[src/rtl/wdt_pkg.sv]
// Shared constants and register field types for the key-protected watchdog.
// Assumes a 32-bit register word and the fixed key and field positions below.
package wdt_pkg;
    localparam int unsigned WORD_W   = 32;
    localparam int unsigned RELOAD_W = 12;
    localparam int unsigned SEL_W    = 2;

    localparam logic [1:0] SEL_MODE = 2'd0;
    localparam logic [1:0] SEL_CTRL = 2'd1;
    localparam logic [1:0] SEL_KICK = 2'd2;
    localparam logic [1:0] SEL_STAT = 2'd3;

    localparam logic [11:0]       MODE_KEY  = 12'hABC;
    localparam logic [11:0]       CTRL_KEY  = 12'h248;
    localparam logic [WORD_W-1:0] KICK_WORD = 32'h0000_1999;

    // Mode fields, packed in the order of their write-data bits 8:4 and 2:0
    typedef struct packed {
        logic [1:0] irq_len;
        logic [2:0] rst_len;
        logic       irq_en;
        logic       rst_en;
        logic       run;
    } mode_t;

    // Count control fields, packed in the order of write-data bits 13:0
    typedef struct packed {
        logic [RELOAD_W-1:0] reload;
        logic [SEL_W-1:0]    div_sel;
    } ctrl_t;
endpackage

[src/rtl/wdt_regs.sv]
// Register bank: checks the access keys, holds mode and control, drives read data.
// Assumes single-cycle writes and a word-aligned address; unaligned accesses select nothing.
module wdt_regs
    import wdt_pkg::*;
(
    input  logic              clk,
    input  logic              rst_n,
    input  logic [3:0]        bus_addr,
    input  logic              bus_we,
    input  logic [WORD_W-1:0] bus_wdata,
    input  logic              timeout_flag,
    output logic [WORD_W-1:0] bus_rdata,
    output mode_t             mode_q,
    output ctrl_t             ctrl_q,
    output logic              kick,
    output logic              arm
);
    logic [1:0] sel;
    logic       aligned;
    logic       mode_ok;
    logic       ctrl_ok;

    assign sel     = bus_addr[3:2];
    assign aligned = (bus_addr[1:0] == 2'b00);
    assign mode_ok = bus_we && aligned && (sel == SEL_MODE) && (bus_wdata[23:12] == MODE_KEY);
    assign ctrl_ok = bus_we && aligned && (sel == SEL_CTRL) && (bus_wdata[25:14] == CTRL_KEY);
    assign kick    = bus_we && aligned && (sel == SEL_KICK) && (bus_wdata == KICK_WORD);
    assign arm     = mode_ok && bus_wdata[0] && !mode_q.run;

    // Mode register, updated only by a keyed write
    always_ff @(posedge clk) begin
        if (!rst_n)       mode_q <= '0;
        else if (mode_ok) mode_q <= mode_t'({bus_wdata[8:4], bus_wdata[2:0]});
    end

    // Count control register, updated only by a keyed write
    always_ff @(posedge clk) begin
        if (!rst_n)       ctrl_q <= '0;
        else if (ctrl_ok) ctrl_q <= ctrl_t'(bus_wdata[13:0]);
    end

    // Read multiplexer; key fields and the restart register read as zero
    always_comb begin
        bus_rdata = '0;
        if (aligned) begin
            case (sel)
                SEL_MODE: bus_rdata[8:0] = {mode_q.irq_len, mode_q.rst_len, 1'b0,
                                            mode_q.irq_en, mode_q.rst_en, mode_q.run};
                SEL_CTRL: bus_rdata[13:0] = ctrl_q;
                SEL_STAT: bus_rdata[0] = timeout_flag;
                default:  bus_rdata = '0;
            endcase
        end
    end


    mode_key_chk: assert property (@(posedge clk) disable iff (!rst_n)
        (bus_we && sel == SEL_MODE && bus_wdata[23:12] != MODE_KEY) |=> $stable(mode_q));


    ctrl_key_chk: assert property (@(posedge clk) disable iff (!rst_n)
        (bus_we && sel == SEL_CTRL && bus_wdata[25:14] != CTRL_KEY) |=> $stable(ctrl_q));
endmodule

[src/rtl/wdt_prescaler.sv]
// Prescaler: emits a one-cycle tick every 2^(BASE_LOG2 + STEP_LOG2*div_sel) clocks.
// Assumes clear has priority and the count restarts from zero whenever run is low.
module wdt_prescaler #(
    parameter int unsigned SEL_W     = 2,
    parameter int unsigned BASE_LOG2 = 3,
    parameter int unsigned STEP_LOG2 = 3
) (
    input  logic             clk,
    input  logic             rst_n,
    input  logic             run,
    input  logic             clear,
    input  logic [SEL_W-1:0] div_sel,
    output logic             tick
);
    localparam int unsigned NUM_DIV = 2 ** SEL_W;
    localparam int unsigned PRE_W   = BASE_LOG2 + STEP_LOG2 * (NUM_DIV - 1);

    logic [PRE_W-1:0] limits [NUM_DIV];
    logic [PRE_W-1:0] pre_q;

    for (genvar g = 0; g < NUM_DIV; g++) begin : g_limit
        assign limits[g] = PRE_W'((64'd1 << (BASE_LOG2 + STEP_LOG2 * g)) - 64'd1);
    end

    assign tick = run && !clear && (pre_q >= limits[div_sel]);

    // Cycle counter between ticks
    always_ff @(posedge clk) begin
        if (!rst_n || clear || !run) pre_q <= '0;
        else if (tick)               pre_q <= '0;
        else                         pre_q <= pre_q + 1'b1;
    end
endmodule

[src/rtl/wdt_pulse.sv]
// Pulse stretcher: on start, holds active for 2^(BASE_LOG2 + code) ticks.
// Assumes start coincides with a tick and has priority over the down-count.
module wdt_pulse #(
    parameter int unsigned CODE_W    = 3,
    parameter int unsigned BASE_LOG2 = 1
) (
    input  logic              clk,
    input  logic              rst_n,
    input  logic              start,
    input  logic              tick,
    input  logic [CODE_W-1:0] code,
    output logic              active
);
    localparam int unsigned LEN_W = BASE_LOG2 + (2 ** CODE_W - 1) + 1;

    logic [LEN_W-1:0] len;
    logic [LEN_W-1:0] left_q;

    assign len    = LEN_W'(1) << (BASE_LOG2 + int'(code));
    assign active = (left_q != '0);

    // Remaining pulse length in ticks
    always_ff @(posedge clk) begin
        if (!rst_n)                     left_q <= '0;
        else if (start)                 left_q <= len;
        else if (tick && left_q != '0)  left_q <= left_q - 1'b1;
    end


    pulse_hold_chk: assert property (@(posedge clk) disable iff (!rst_n)
        (active && !tick && !start) |=> active);
endmodule

[src/rtl/keyed_watchdog.sv]
// Key-protected watchdog top: register bank, prescaler, countdown and two output pulses.
// Assumes one synchronous clock; the counter reloads with {reload, LOW_W ones}.
module keyed_watchdog
    import wdt_pkg::*;
#(
    parameter int unsigned LOW_W = 12
) (
    input  logic              clk,
    input  logic              rst_n,
    input  logic [3:0]        bus_addr,
    input  logic              bus_we,
    input  logic [WORD_W-1:0] bus_wdata,
    output logic [WORD_W-1:0] bus_rdata,
    output logic              bite_rst,
    output logic              bite_irq
);
    localparam int unsigned CNT_W = RELOAD_W + LOW_W;

    mode_t            mode_q;
    ctrl_t            ctrl_q;
    logic             kick;
    logic             arm;
    logic             load;
    logic             tick;
    logic             expire;
    logic             flag_q;
    logic [CNT_W-1:0] cnt_q;

    wdt_regs u_regs (
        .clk          (clk),
        .rst_n        (rst_n),
        .bus_addr     (bus_addr),
        .bus_we       (bus_we),
        .bus_wdata    (bus_wdata),
        .timeout_flag (flag_q),
        .bus_rdata    (bus_rdata),
        .mode_q       (mode_q),
        .ctrl_q       (ctrl_q),
        .kick         (kick),
        .arm          (arm)
    );

    assign load = arm || kick;

    wdt_prescaler #(.SEL_W(SEL_W), .BASE_LOG2(3), .STEP_LOG2(3)) u_pre (
        .clk     (clk),
        .rst_n   (rst_n),
        .run     (mode_q.run || bite_rst || bite_irq),
        .clear   (load),
        .div_sel (ctrl_q.div_sel),
        .tick    (tick)
    );

    assign expire = mode_q.run && tick && !load && (cnt_q == CNT_W'(1));

    // Countdown: reload on arm or restart, step down per tick while enabled
    always_ff @(posedge clk) begin
        if (!rst_n)                                cnt_q <= '0;
        else if (load)                             cnt_q <= {ctrl_q.reload, {LOW_W{1'b1}}};
        else if (mode_q.run && tick && cnt_q != '0) cnt_q <= cnt_q - 1'b1;
    end

    // Sticky timeout flag, cleared only by a valid restart
    always_ff @(posedge clk) begin
        if (!rst_n)      flag_q <= 1'b0;
        else if (kick)   flag_q <= 1'b0;
        else if (expire) flag_q <= 1'b1;
    end

    wdt_pulse #(.CODE_W(3), .BASE_LOG2(1)) u_rst_pulse (
        .clk    (clk),
        .rst_n  (rst_n),
        .start  (expire && mode_q.rst_en),
        .tick   (tick),
        .code   (mode_q.rst_len),
        .active (bite_rst)
    );

    wdt_pulse #(.CODE_W(2), .BASE_LOG2(2)) u_irq_pulse (
        .clk    (clk),
        .rst_n  (rst_n),
        .start  (expire && mode_q.irq_en),
        .tick   (tick),
        .code   (mode_q.irq_len),
        .active (bite_irq)
    );


    status_sticky_chk: assert property (@(posedge clk) disable iff (!rst_n)
        (flag_q && !kick) |=> flag_q);


    zero_hold_chk: assert property (@(posedge clk) disable iff (!rst_n)
        (cnt_q == '0 && !load) |=> (cnt_q == '0));


    count_hold_chk: assert property (@(posedge clk) disable iff (!rst_n)
        (!tick && !load) |=> $stable(cnt_q));
endmodule

[config.mk]
export PLATFORM = sky130hd
export DESIGN_NAME = keyed_watchdog
export DESIGN_NICKNAME = d
export VERILOG_FILES = /design/src/rtl/wdt_pkg.sv /design/src/rtl/wdt_regs.sv /design/src/rtl/wdt_prescaler.sv /design/src/rtl/wdt_pulse.sv /design/src/rtl/keyed_watchdog.sv
export SDC_FILE = /design/constraint.sdc
export NUM_CORES = 1
export LEC_CHECK = 0
export BUFFER_PORTS_ARGS = -buffer_cell sky130_fd_sc_hd__buf_2
export CORE_AREA = 2 2 104 106
export CTS_BUF_LIST = sky130_fd_sc_hd__clkbuf_8
export DETAILED_ROUTE_END_ITERATION = 10
export DIE_AREA = 0 0 106 108
export REMOVE_ABC_BUFFERS = 1
export SLEW_MARGIN = 15
export SYNTH_ARGS = -nofsm -noshare
export SYNTH_HDL_FRONTEND = slang
export SYNTH_SLANG_ARGS = --single-unit
[constraint.sdc]
create_clock -name clk -period 2.9 [get_ports clk]
set_input_delay 0.58 -clock clk [delete_from_list [all_inputs] [get_ports clk]]
set_output_delay 0.58 -clock clk [all_outputs]
set_load 0.02 [all_outputs]
==> out/summary.md, run 1 <==
### Timing
- 0 — number of endpoints failing setup at the final stage
- 9.16 ps — Layout Skew
- 378 MHz — maximum achievable frequency
- 0 — Final Max Slew Viols
- 0 ps — final-layout setup total negative slack
- 91.3% — Final period util
- 0 — count of final hold-check violations
- 44.6% — worst max-slew margin expressed relative to the limit
- 829 ps — transition at the pin with the smallest max-transition slack
- false — unrepaired setup endpoints after global routing
- 251 ps — crit path setup slack, layout
- 2650 ps — shortest period the worst path allows

### Route
- 0 — Routed Antenna Nets
- 4123 — vias after detailed routing
- 15.3 microns — routed wirelength normalized by instance count
- 5.55 — drt via density
- 163 — number of DRC markers in iteration 0
- 11400 microns — detailed-route wire length
- 4 — router iterations before antenna repair
- 0 — DRC violation count after routing

### Worst setup path
- 8 — highest net fanout along the worst path
- u_regs.ctrl_q[1]$_SDFFE_PN0P_ — launch instance of the worst register-to-register path
- u_regs.ctrl_q[1]$_SDFFE_PN0P_ — startpoint of the worst setup timing path
- flop to flop — critical path type
- flop — CP startpoint kind
- flop — sort of element at the end of the critical path
- 3160 ps — CP Data Required Time
- 2900 ps — critical path arrival

### Placement
- 8550 microns — post-detail-place hpwl
- 0.852 — routability congestion estimate from global placement
- 54 — count of port buffers added during placement
- 121 ps — setup slack at placement

### Min path
- flop to flop — class of the worst hold path
- cnt_q[22]$_SDFFE_PN0P_ — Hold Crit Start

### Global route
- 0 — number of antenna violations at the first check in global routing
- 0 — total overflow reported by the global router
- 18900 microns — first-pass GRT wire length
- 20.8% — GRT Util Overall
- 3868 — number of global-route vias before repair
- 26 — maximum number of pins on one net before global-route repair

### CTS
- 350 ps — Worst-Skew Late Latency
- 70 ps — clock slew at the register clock pins of the worst setup and hold paths
- done — clock tree from TritonCTS
- sky130_fd_sc_hd__clkbuf_8 — root buffer cell
- 74 — number of sinks handled by clock tree synthesis
- 3 — H-tree depth reported by CTS
- 2 — buffer levels on the longest clock path
- 9 — number of buffers created by CTS

### Synth
- 74 — synthesis-stage register bit count
- 4370 sq um — Synth Cell Area
- sky130_fd_sc_hd__dfxtp_1 — Most used DFF post-synth
- 33.9% — post-synthesis sequential area ratio
- sky130_fd_sc_hd__dfxtp_1 — cell type with the highest aggregate area in the netlist
- 33.9% — area share of the leading cell type in the synthesized netlist
- 0 — Warnings, synthesis
- sky130_fd_sc_hd__dfxtp_1 (34%), sky130_fd_sc_hd__a21oi_1 (5.3%), sky130_fd_sc_hd__nand2_1 (5.0%) — main area contributors after synthesis
- 8.03 sq um — average size of a mapped cell
- 63 — count of distinct cell types in the synthesized netlist
- 0% — proportion of synthesized flip-flops having asynchronous set or reset
- 0 — count of flip-flops with a built-in enable after synthesis
- 544 — gate count of the mapped netlist

### Layout
- 1480 sq um — combined flip-flop and latch cell area
- 14.3% — Syn-to-layout area delta
- 656 — nets@finish
- sky130_fd_sc_hd__dfxtp_1 (74), sky130_fd_sc_hd__nand2_1 (58), sky130_fd_sc_hd__nor2_1 (55) — highest-count cells in the layout ignoring fill and taps
- 0 — antenna cells
- 999 — layout filler cell count
- sky130_fd_sc_hd__dfxtp_1 — most common cell after layout, fill and taps aside
- 2660 sq um — combined area of the multi-input logic cells
- 17.6% — fraction of layout instances using a drive strength above 1

### Power
- 1.93 nW — P_leak
- 397 nW/um^2 — power per cell area
- 0.226 mV — maximum ir drop on the vdd rail

### Floorplan
- 73 — top-level port count
- 108 microns — Die Ht
- 37 — FP Rows
- 106 microns — width of the chip
- 10200 sq um — area of the core region
- 42.7% — initial core utilization
- 11400 sq um — Die Outline Area

### Job
- 0 — number of max-cap violations

### Outcome
- finished clean — run status

-- sequential cells by signal, summed over array words and instances (netlist names) --
register            flops
u_irq_pulse.left_q      6
cnt_q                  24
u_regs.ctrl_q          14
flag_q                  1
u_rst_pulse.left_q      9
u_pre.pre_q            12
u_regs.mode_q           8
-- what timing repair did --
| action | CTS | global route |
|---|---|---|
| hold buffers | 0 | 0 |
| buffers inserted | 0 | 2 |
| setup endpoints to repair | 0 | 3 |
| resized for setup | 0 | 2 |
-- cell families (layout without fill, tap and decap cells) --
family                   after synthesis  after routing  share of synthesized area [%]
multiplexers                          16             16                           3.69
buffers and inverters                 57            103                           6.96
XOR/XNOR                              25             25                           5.01
AND/OR/NAND/NOR                      245            245                           30.1
other                                  1             18                         0.0858
adder cells (fa/ha/maj)               15             15                           4.30
flip-flops                            74             74                           33.9
AO/OA/AOI/OAI                        111            111                           15.9
-- per-stage QoR --
step                hold WS, ps  area (sq um)  util [%]  instances  power (mW)
floorplan                   426          4180         -        517        1.08
CTS                         466          4970      48.6        741        2.00
global route                479          5000      48.8        743        2.06
global placement            441          4750      46.5        725        1.14
detailed placement          456          4750      46.5        725        1.14
finish                      462          5000      48.8        743        1.99
-- final timing paths --
check	endpoint	slack [ps]	depth (start not counted)
max	cnt_q[17]$_SDFFE_PN0P_	250	8
min	cnt_q[22]$_SDFFE_PN0P_	460	2
max reg2reg	cnt_q[17]$_SDFFE_PN0P_	250	8
min reg2reg	cnt_q[22]$_SDFFE_PN0P_	460	2
-- critical path, cell delays in order (launching register included) --
cell and delay (ps):
sky130_fd_sc_hd__dfxtp_1 380, sky130_fd_sc_hd__nand2_1 120, sky130_fd_sc_hd__ha_1 310, sky130_fd_sc_hd__and4_1 220
sky130_fd_sc_hd__nand2_1 80, sky130_fd_sc_hd__o221a_4 290, sky130_fd_sc_hd__or3_4 410, sky130_fd_sc_hd__or4_1 480
sky130_fd_sc_hd__a311oi_1 270
-- cells in the mapped netlist, types with 4 or more instances --
| master | instances |
|---|---|
| sky130_fd_sc_hd__o21a_1 | 4 |
| sky130_fd_sc_hd__nand3_1 | 20 |
| sky130_fd_sc_hd__nor2_1 | 55 |
| sky130_fd_sc_hd__o21ai_0 | 19 |
| sky130_fd_sc_hd__inv_1 | 13 |
| sky130_fd_sc_hd__xnor2_1 | 10 |
| sky130_fd_sc_hd__nand3b_1 | 4 |
| sky130_fd_sc_hd__nand2_1 | 58 |
| sky130_fd_sc_hd__and3_1 | 12 |
| sky130_fd_sc_hd__nor2b_1 | 4 |
| sky130_fd_sc_hd__buf_2 | 6 |
| sky130_fd_sc_hd__mux2i_1 | 15 |
| sky130_fd_sc_hd__a211oi_1 | 5 |
| sky130_fd_sc_hd__a21oi_1 | 46 |
| sky130_fd_sc_hd__nor3_1 | 25 |
| sky130_fd_sc_hd__nand4_1 | 7 |
| sky130_fd_sc_hd__o31ai_1 | 4 |
| sky130_fd_sc_hd__or3_1 | 7 |
| sky130_fd_sc_hd__dfxtp_1 | 74 |
| sky130_fd_sc_hd__a31oi_1 | 6 |
| sky130_fd_sc_hd__nand4b_1 | 7 |
| sky130_fd_sc_hd__clkbuf_1 | 17 |
| sky130_fd_sc_hd__xor2_1 | 15 |
| sky130_fd_sc_hd__ha_1 | 15 |
| sky130_fd_sc_hd__a21o_1 | 6 |
| sky130_fd_sc_hd__or4_1 | 5 |
| sky130_fd_sc_hd__nor4_1 | 12 |
| sky130_fd_sc_hd__a22oi_1 | 5 |
| sky130_fd_sc_hd__buf_4 | 20 |
-- final cells by class --
class,count,area share [%]
Clock buffer,13,3.58
Clock inverter,3,0.751
Inverter,13,0.977
Multi-Input combinational cell,430,53.2
Sequential cell,74,29.7
Tap cell,136,3.41
Timing Repair Buffer,74,8.41
-- layer usage --
metal / GRT usage (%) / wire, microns / share of wire, %
met1: 28.0 / 5440 / 48
met5: 0 / 0 / 0
met4: 8.46 / 257 / 2.3
met3: 3.25 / 594 / 5.2
met2: 33.6 / 5090 / 45
-- where the power goes --
part           leakage [nW]  internal, mW  switching, mW  total [mW]
clock                 0.118         0.486          0.384       0.870
combinational          1.22        0.0311         0.0696       0.101
sequential            0.596          1.02     0.00000521        1.02
(Power assumes the default switching activity.)
==> run 2: changes to the inputs <==
--- a/config.mk
+++ b/config.mk
@@ -5,11 +5,12 @@
 export SDC_FILE = /design/constraint.sdc
 export NUM_CORES = 1
 export LEC_CHECK = 0
+export ABC_AREA = 1
 export BUFFER_PORTS_ARGS = -buffer_cell sky130_fd_sc_hd__buf_2
-export CORE_AREA = 2 2 104 106
+export CORE_AREA = 2 2 112 114
 export CTS_BUF_LIST = sky130_fd_sc_hd__clkbuf_8
 export DETAILED_ROUTE_END_ITERATION = 10
-export DIE_AREA = 0 0 106 108
+export DIE_AREA = 0 0 114 116
 export REMOVE_ABC_BUFFERS = 1
 export SLEW_MARGIN = 15
 export SYNTH_ARGS = -nofsm -noshare
==> out/summary.md, run 2 <==
### CTS
- 80 ps — clock slew at the register clock pins of the worst setup and hold paths, about the same
- done — clock tree from TritonCTS
- 370 ps — Worst-Skew Late Latency, +20 ps
- sky130_fd_sc_hd__clkbuf_8 — root buffer cell
- 0 — number of buffers inserted by post-CTS setup repair, unchanged
- 2 — buffer levels on the longest clock path, unchanged
- 0 — count of hold-fix buffers inserted at cts, unchanged
- 9 — number of buffers created by CTS, unchanged
- 0 — cells resized by post-CTS repair, unchanged
- 3 — H-tree depth reported by CTS, unchanged
- 74 — number of sinks handled by clock tree synthesis, unchanged

### Synth
- 0 — count of flip-flops with a built-in enable after synthesis, unchanged
- sky130_fd_sc_hd__nand2_1 (178), sky130_fd_sc_hd__nor2_1 (109), sky130_fd_sc_hd__inv_1 (96) — most used standard cells in the synthesized netlist
- 74 — synthesis-stage register bit count, unchanged
- 0% — proportion of synthesized flip-flops having asynchronous set or reset, unchanged
- 29.0% — area share of the leading cell type in the synthesized netlist, -4.9 points
- sky130_fd_sc_hd__dfxtp_1 — cell type with the highest aggregate area in the netlist
- 791 — gate count of the mapped netlist, +45%
- 0 — Warnings, synthesis, unchanged
- sky130_fd_sc_hd__dfxtp_1 — Most used DFF post-synth
- 29.0% — post-synthesis sequential area ratio, -4.9 points
- 43 — count of distinct cell types in the synthesized netlist, -32%
- sky130_fd_sc_hd__nand2_1 — count leader, synth
- 5100 sq um — Synth Cell Area, +17%
- 6.45 sq um — average size of a mapped cell, -20%
- sky130_fd_sc_hd__dfxtp_1 (29%), sky130_fd_sc_hd__nand2_1 (13%), sky130_fd_sc_hd__nor2_1 (8.0%) — main area contributors after synthesis

### Timing
- false — unrepaired setup endpoints after global routing
- 415 ps — crit path setup slack, layout, +164 ps
- 0 — Final Max Slew Viols, unchanged
- 85.7% — Final period util, -5.7 points
- 0 — number of endpoints failing setup at the final stage, unchanged
- 62.3% — worst max-slew margin expressed relative to the limit, +18 points
- 562 ps — transition at the pin with the smallest max-transition slack, -268 ps
- 0 — count of final hold-check violations, unchanged
- 0 ps — final-layout setup total negative slack, unchanged
- 7.29 ps — Layout Skew, -1.87 ps
- 402 MHz — maximum achievable frequency, +6.6%
- 2480 ps — shortest period the worst path allows, -164 ps

### Layout
- 8.95% — Syn-to-layout area delta
- 893 — nets@finish, +36%
- 1257 — layout filler cell count, +26%
- 3050 sq um — combined area of the multi-input logic cells, +15%
- 987 — non-filler cells, final, +33%
- 1480 sq um — combined flip-flop and latch cell area, unchanged
- cnt_q: 24 flops, u_regs.ctrl_q: 14 flops, u_pre.pre_q: 12 flops — leading registers by flop count
- 0 — antenna cells, unchanged
- sky130_fd_sc_hd__nand2_1 — most common cell after layout, fill and taps aside
- cnt_q — Largest Register
- 24 — Largest register FFs, unchanged
- 11.4% — fraction of layout instances using a drive strength above 1, -6.2 points
- 5560 sq um — post-route design area, +11%
- sky130_fd_sc_hd__nand2_1 (178), sky130_fd_sc_hd__nor2_1 (109), sky130_fd_sc_hd__inv_1 (97) — highest-count cells in the layout ignoring fill and taps

### Floorplan
- 73 — top-level port count, unchanged
- 40 — FP Rows, +8.1%
- 11900 sq um — area of the core region, +16%
- 114 microns — width of the chip, +7.5%
- 13200 sq um — Die Outline Area, +16%
- 116 microns — Die Ht, +7.4%
- 42.8% — initial core utilization, +0.14 points

### Placement
- 54 — count of port buffers added during placement, unchanged
- 387 ps — setup slack at placement, +266 ps
- 5410 sq um — placed inst area, +14%
- 975 — # placed instances, +34%
- 0.910 — routability congestion estimate from global placement, +6.7%
- 10400 microns — post-detail-place hpwl, +22%

### Route
- 0 — DRC violation count after routing, unchanged
- 5 — router iterations before antenna repair, +1
- 300 — number of DRC markers in iteration 0, +84%
- 5134 — vias after detailed routing, +25%
- 0 — Routed Antenna Nets, unchanged
- 14.0 microns — routed wirelength normalized by instance count, -8.8%
- 5.20 — drt via density, -6.3%
- 13800 microns — detailed-route wire length, +21%

### Worst setup path
- sky130_fd_sc_hd__dfxtp_1 — slowest CP cell
- flop — sort of element at the end of the critical path
- simple AND/OR/NAND/NOR gates — gate family responsible for the most delay along the worst path
- 22 — highest net fanout along the worst path, +14
- flop to flop — critical path type
- 1 — Worst Path Buf+Inv, +1
- 370 ps — maximum single-stage delay on the critical path, -110 ps
- sky130_fd_sc_hd__nand2_1 — Critical Path Most Common Cell
- 2740 ps — critical path arrival, -160 ps
- 3160 ps — CP Data Required Time, about the same
- nand2_1 -> ha_1 -> nand2_1 -> nor2_1 -> nand3_1 -> nand3_1 -> nand4_1 -> nor2_4 -> nand2_4 -> nand2_4 -> clkinv_2 -> nand2_1 -> a21oi_1 — list of cells traversed by the critical path
- flop — CP startpoint kind

### Global route
- 26 — maximum number of pins on one net before global-route repair, unchanged
- 23100 microns — first-pass GRT wire length, +22%
- 21.8% — GRT Util Overall, +0.97 points
- 0 — number of antenna violations at the first check in global routing, unchanged
- 5028 — number of global-route vias before repair, +30%
- 0 — total overflow reported by the global router, unchanged

### Power
- 2.52 nW — P_leak, +31%
- 0.147 mV — maximum ir drop on the vdd rail, -35%
- 331 nW/um^2 — power per cell area, -17%
- 1.84 mW — total power, -7.2%

### Outcome
- finished clean — run status

### Min path
- flop to flop — class of the worst hold path

### Job
- 0 — number of max-cap violations, unchanged

run 2: cell types whose count changed after synthesis, sizes merged, moves of 10 or more:
cell / change
a21oi: +11
and3: -13
inv: +86
mux2i: -15
nand2: +124
nand3: +24
nand4: +26
nor2: +59
nor4: -10
o21ai: +22
xor2: +13
run 2: worst paths after layout:
kind	end	startpoint	cells after the start	slack, ps
max	cnt_q[11]$_SDFFE_PN0P_	u_regs.ctrl_q[1]$_SDFFE_PN0P_	13	420
min	u_pre.pre_q[0]$_SDFF_PP0_	u_pre.pre_q[0]$_SDFF_PP0_	1	470
max reg2reg	cnt_q[11]$_SDFFE_PN0P_	u_regs.ctrl_q[1]$_SDFFE_PN0P_	13	420
min reg2reg	u_pre.pre_q[0]$_SDFF_PP0_	u_pre.pre_q[0]$_SDFF_PP0_	1	470
run 2: stage by stage:
stage	hold WS (ps)	utilization (%)
4_1_cts	464	46.7
2_1_floorplan	418	-
6_report	471	46.7
5_1_grt	477	46.7
3_5_place_dp	451	45.5
3_3_place_gp	436	45.5
run 2: worst register-to-register path, stage by stage, from the launching register on:
cell and delay, ps:
sky130_fd_sc_hd__dfxtp_1 370, sky130_fd_sc_hd__nand2_1 120, sky130_fd_sc_hd__ha_1 320, sky130_fd_sc_hd__nand2_1 70
sky130_fd_sc_hd__nor2_1 150, sky130_fd_sc_hd__nand3_1 90, sky130_fd_sc_hd__nand3_1 150, sky130_fd_sc_hd__nand4_1 160
sky130_fd_sc_hd__nor2_4 210, sky130_fd_sc_hd__nand2_4 90, sky130_fd_sc_hd__nand2_4 130, sky130_fd_sc_hd__clkinv_2 290
sky130_fd_sc_hd__nand2_1 160, sky130_fd_sc_hd__a21oi_1 70
run 2: logic make-up (layout without fill, tap and decap cells):
group / after synthesis / in the layout / share of synthesized area [%]
flops: 74 / 74 / 29.0
buf+inv: 141 / 173 / 12.5
compound gates: 104 / 104 / 10.5
xor+xnor: 39 / 39 / 6.69
other cells: 1 / 18 / 0.0735
simple gates: 417 / 417 / 37.6
fa+ha+maj: 15 / 15 / 3.68
run 2: per-layer routing:
layer	track usage [%]	vias up	routed length, microns
met5	0	-	0
met4	10.1	0	360
met3	4.13	31	695
met2	36.1	158	6220
met1	27.6	2340	6520
li1	-	2605	-
run 2: final cells by class:
type | instances | area share, %
multi-input cells | 593 | 54.8
flip-flops and latches | 74 | 26.6
inverters | 100 | 6.77
repair buffers | 61 | 5.81
well taps | 147 | 3.31
clock buffers | 10 | 2.48
clock inverters | 2 | 0.158
run 2: power breakdown:
group | leakage [nW] | total, mW | switching (mW) | internal [mW]
registers | 0.596 | 1.02 | 0.00000819 | 1.02
logic | 1.85 | 0.128 | 0.0943 | 0.0339
clock network | 0.0811 | 0.699 | 0.388 | 0.311
==> run 3: changes to the inputs <==
--- a/config.mk
+++ b/config.mk
@@ -9,9 +9,9 @@
 export BUFFER_PORTS_ARGS = -buffer_cell sky130_fd_sc_hd__buf_2
 export CORE_AREA = 2 2 112 114
 export CTS_BUF_LIST = sky130_fd_sc_hd__clkbuf_8
+export CTS_CLUSTER_DIAMETER = 100
 export DETAILED_ROUTE_END_ITERATION = 10
 export DIE_AREA = 0 0 114 116
-export REMOVE_ABC_BUFFERS = 1
 export SLEW_MARGIN = 15
 export SYNTH_ARGS = -nofsm -noshare
 export SYNTH_HDL_FRONTEND = slang
==> out/summary.md, run 3 (synthesis gave the netlist of run 2 again) <==
### Route
- 13500 microns — detailed-route wire length, -1.8%
- 6420 microns — Post-Route M1 WL, -1.5%
- 0 — DRC violation count after routing, unchanged
- 5.13 — drt via density, -1.3%
- 6300 microns — Met2 Routed Length, +1.3%
- met4 — top layer in use
- 5082 — vias after detailed routing, -1.0%
- 370 — number of DRC markers in iteration 0, +23%
- 687 microns — routed wire length on met3, -1.2%
- 0 — Routed Antenna Nets, unchanged
- 5 — router iterations before antenna repair, unchanged
- 13.7 microns — routed wirelength normalized by instance count, -2.1%

### Min path
- 2 — number of cells on the worst hold path, +1
- flop to flop — class of the worst hold path
- flag_q$_SDFFE_PP0P_ — capture endpoint of the worst hold path
- flag_q$_SDFFE_PP0P_ — Hold Crit Start

### Layout
- cnt_q — Largest Register
- 892 — nets@finish, -0.11%
- sky130_fd_sc_hd__nand2_1 (178), sky130_fd_sc_hd__nor2_1 (109), sky130_fd_sc_hd__inv_1 (96) — highest-count cells in the layout ignoring fill and taps
- 11.9% — fraction of layout instances using a drive strength above 1, +0.43 points
- sky130_fd_sc_hd__nand2_1 — most common cell after layout, fill and taps aside
- 5610 sq um — post-route design area, +0.88%
- 47.1% — Core Util, Final, +0.41 points
- 0 — antenna cells, unchanged
- 24 — Largest register FFs, unchanged
- cnt_q: 24 flops, u_regs.ctrl_q: 14 flops, u_pre.pre_q: 12 flops — leading registers by flop count
- 9.90% — Syn-to-layout area delta
- 1274 — layout filler cell count, +1.4%

### Worst setup path
- nand2_1 -> ha_1 -> nand2_1 -> nor2_1 -> nand3_1 -> nand3_1 -> nand4_1 -> nor2_4 -> nand2_4 -> nand2_4 -> buf_4 -> o21ai_0 -> a21oi_1 — list of cells traversed by the critical path
- 470 ps — setup slack, reg-to-reg, +60 ps
- flop — CP startpoint kind
- sky130_fd_sc_hd__dfxtp_1 — slowest CP cell
- 2720 ps — critical path arrival, -20 ps
- 3190 ps — CP Data Required Time, +30 ps
- cnt_q[3]$_SDFFE_PN0P_ — RR Endpoint
- 13 — Reg2Reg Depth, unchanged
- flop to flop — critical path type
- u_regs.ctrl_q[1]$_SDFFE_PN0P_ — launch instance of the worst register-to-register path
- 380 ps — maximum single-stage delay on the critical path, about the same
- 23 — highest net fanout along the worst path, +4.5%
- flop — sort of element at the end of the critical path

### Power
- 1.45 mW — internal portion of total power, +6.7%
- 6.4% — power share of the combinational group, -0.6 points
- 0.252 mV — maximum ir drop on the vdd rail, +72%
- 353 nW/um^2 — power per cell area, +6.5%
- 26.8% — switch share, +0.55 points
- 2.53 nW — P_leak, +0.24%
- 42.4% — clock power share, +4.5 points
- 51.3% — share of total power in sequential cells, -3.8 points
- 0.530 mW — switching power, +9.7%

### Placement
- 10300 microns — post-detail-place hpwl, -0.96%
- 339 ps — setup slack at placement, -48.1 ps
- 0.894 — routability congestion estimate from global placement, -1.7%
- 54 — count of port buffers added during placement, unchanged
- 5410 sq um — placed inst area, -0.14%

### CTS
- 0 — number of buffers inserted by post-CTS setup repair, unchanged
- 80 ps — clock slew at the register clock pins of the worst setup and hold paths, about the same
- 380 ps — Worst-Skew Late Latency, about the same
- 0 — count of hold-fix buffers inserted at cts, unchanged
- 9 — number of buffers created by CTS, unchanged
- 0 — cells resized by post-CTS repair, unchanged
- done — clock tree from TritonCTS
- 74 — number of sinks handled by clock tree synthesis, unchanged
- 3 — H-tree depth reported by CTS, unchanged
- 2 — buffer levels on the longest clock path, unchanged
- sky130_fd_sc_hd__clkbuf_8 — root buffer cell

### Global route
- 4718 — number of global-route vias before repair, -6.2%
- 30 — maximum number of pins on one net before global-route repair, +15%
- 21.8% — GRT Util Overall, -0.046 points
- 0 — total overflow reported by the global router, unchanged
- 22900 microns — first-pass GRT wire length, -0.60%
- 0 — number of antenna violations at the first check in global routing, unchanged

### Timing
- false — unrepaired setup endpoints after global routing
- 8.53 ps — Layout Skew, +1.24 ps
- 83.8% — Final period util, -1.9 points
- 471 ps — crit path setup slack, layout, +55.9 ps
- 412 MHz — maximum achievable frequency, +2.3%
- 33.3% — worst max-slew margin expressed relative to the limit, -29 points
- 0 — Final Max Slew Viols, unchanged
- 0 — number of endpoints failing setup at the final stage, unchanged
- 0 ps — final-layout setup total negative slack, unchanged
- 1000 ps — transition at the pin with the smallest max-transition slack, +438 ps
- 0 — count of final hold-check violations, unchanged
- 2430 ps — shortest period the worst path allows, -55.9 ps

### Job
- 0 — number of max-cap violations, unchanged

### Floorplan
- 116 microns — Die Ht, unchanged
- 73 — top-level port count, unchanged
- 13200 sq um — Die Outline Area, unchanged
- 114 microns — width of the chip, unchanged
- 11900 sq um — area of the core region, unchanged
- 40 — FP Rows, unchanged
- 42.8% — initial core utilization, unchanged

### Outcome
- finished clean — run status

[run 3: changes by cell type in the layout (fill, tap and decap cells not counted), sizes merged]
| cell | delta |
|---|---|
| clkinvlp | +3 |
| buf | -1 |
| clkinv | +1 |
| clkbuf | -1 |
| bufinv | +1 |
[run 3: how the worst max path moves through the flow]
| stage | startpoint | to | slack [ps] | cells past startpoint |
|---|---|---|---|---|
| 5_1_grt | u_regs.ctrl_q[1]$_SDFFE_PN0P_ | cnt_q[16]$_SDFFE_PN0P_ | 220 | 13 |
| 3_5_place_dp | bus_addr[2] | cnt_q[3]$_SDFFE_PN0P_ | 340 | 12 |
| 6_report | u_regs.ctrl_q[1]$_SDFFE_PN0P_ | cnt_q[3]$_SDFFE_PN0P_ | 470 | 13 |
| 2_1_floorplan | u_regs.ctrl_q[1]$_SDFFE_PN0P_ | u_rst_pulse.left_q[5]$_SDFFE_PN0P_ | 820 | 14 |
| 4_1_cts | u_regs.ctrl_q[1]$_SDFFE_PN0P_ | cnt_q[3]$_SDFFE_PN0P_ | 470 | 13 |
| 3_3_place_gp | bus_addr[2] | cnt_q[0]$_SDFFE_PN0P_ | 440 | 14 |
[run 3: power groups by stage]
stage,logic (mW),registers (mW),clock network (mW)
2_1_floorplan,0.0862,1.04,0
3_3_place_gp,0.123,1.04,0
3_5_place_dp,0.125,1.04,0
4_1_cts,0.125,1.01,0.866
5_1_grt,0.138,1.02,0.913
6_report,0.126,1.01,0.839
[run 3: critical path: cells and delay by family (launching register included)]
family          cells  cell delay, ps
compound gates      2             310
fa+ha+maj           1             320
buf+inv             1             250
flops               1             380
simple gates        9            1070
[run 3: per-stage QoR]
step / cells / total power, mW / hold slack [ps]
final: 990 / 1.98 / 455
after global routing: 990 / 2.07 / 489
after CTS: 990 / 2.01 / 455
after detailed placement: 974 / 1.16 / 442
after global placement: 974 / 1.16 / 428
after floorplan: 808 / 1.13 / 418
[run 3: layout make-up]
type                    instances  area, sq um  area share (%)
clock buffers                   9          124            2.21
clock inverters                 7         78.8            1.41
inverters                     100          377            6.71
multi-input cells             593         3050            54.4
flip-flops and latches         74         1480            26.4
well taps                     147          184            3.28
repair buffers                 60          315            5.62
[run 3: routing by layer]
metal | up-vias | GRT usage (%)
met5 | - | 0
met4 | 0 | 5.85
met3 | 13 | 4.86
met2 | 125 | 36.0
met1 | 2333 | 28.8
li1 | 2611 | -
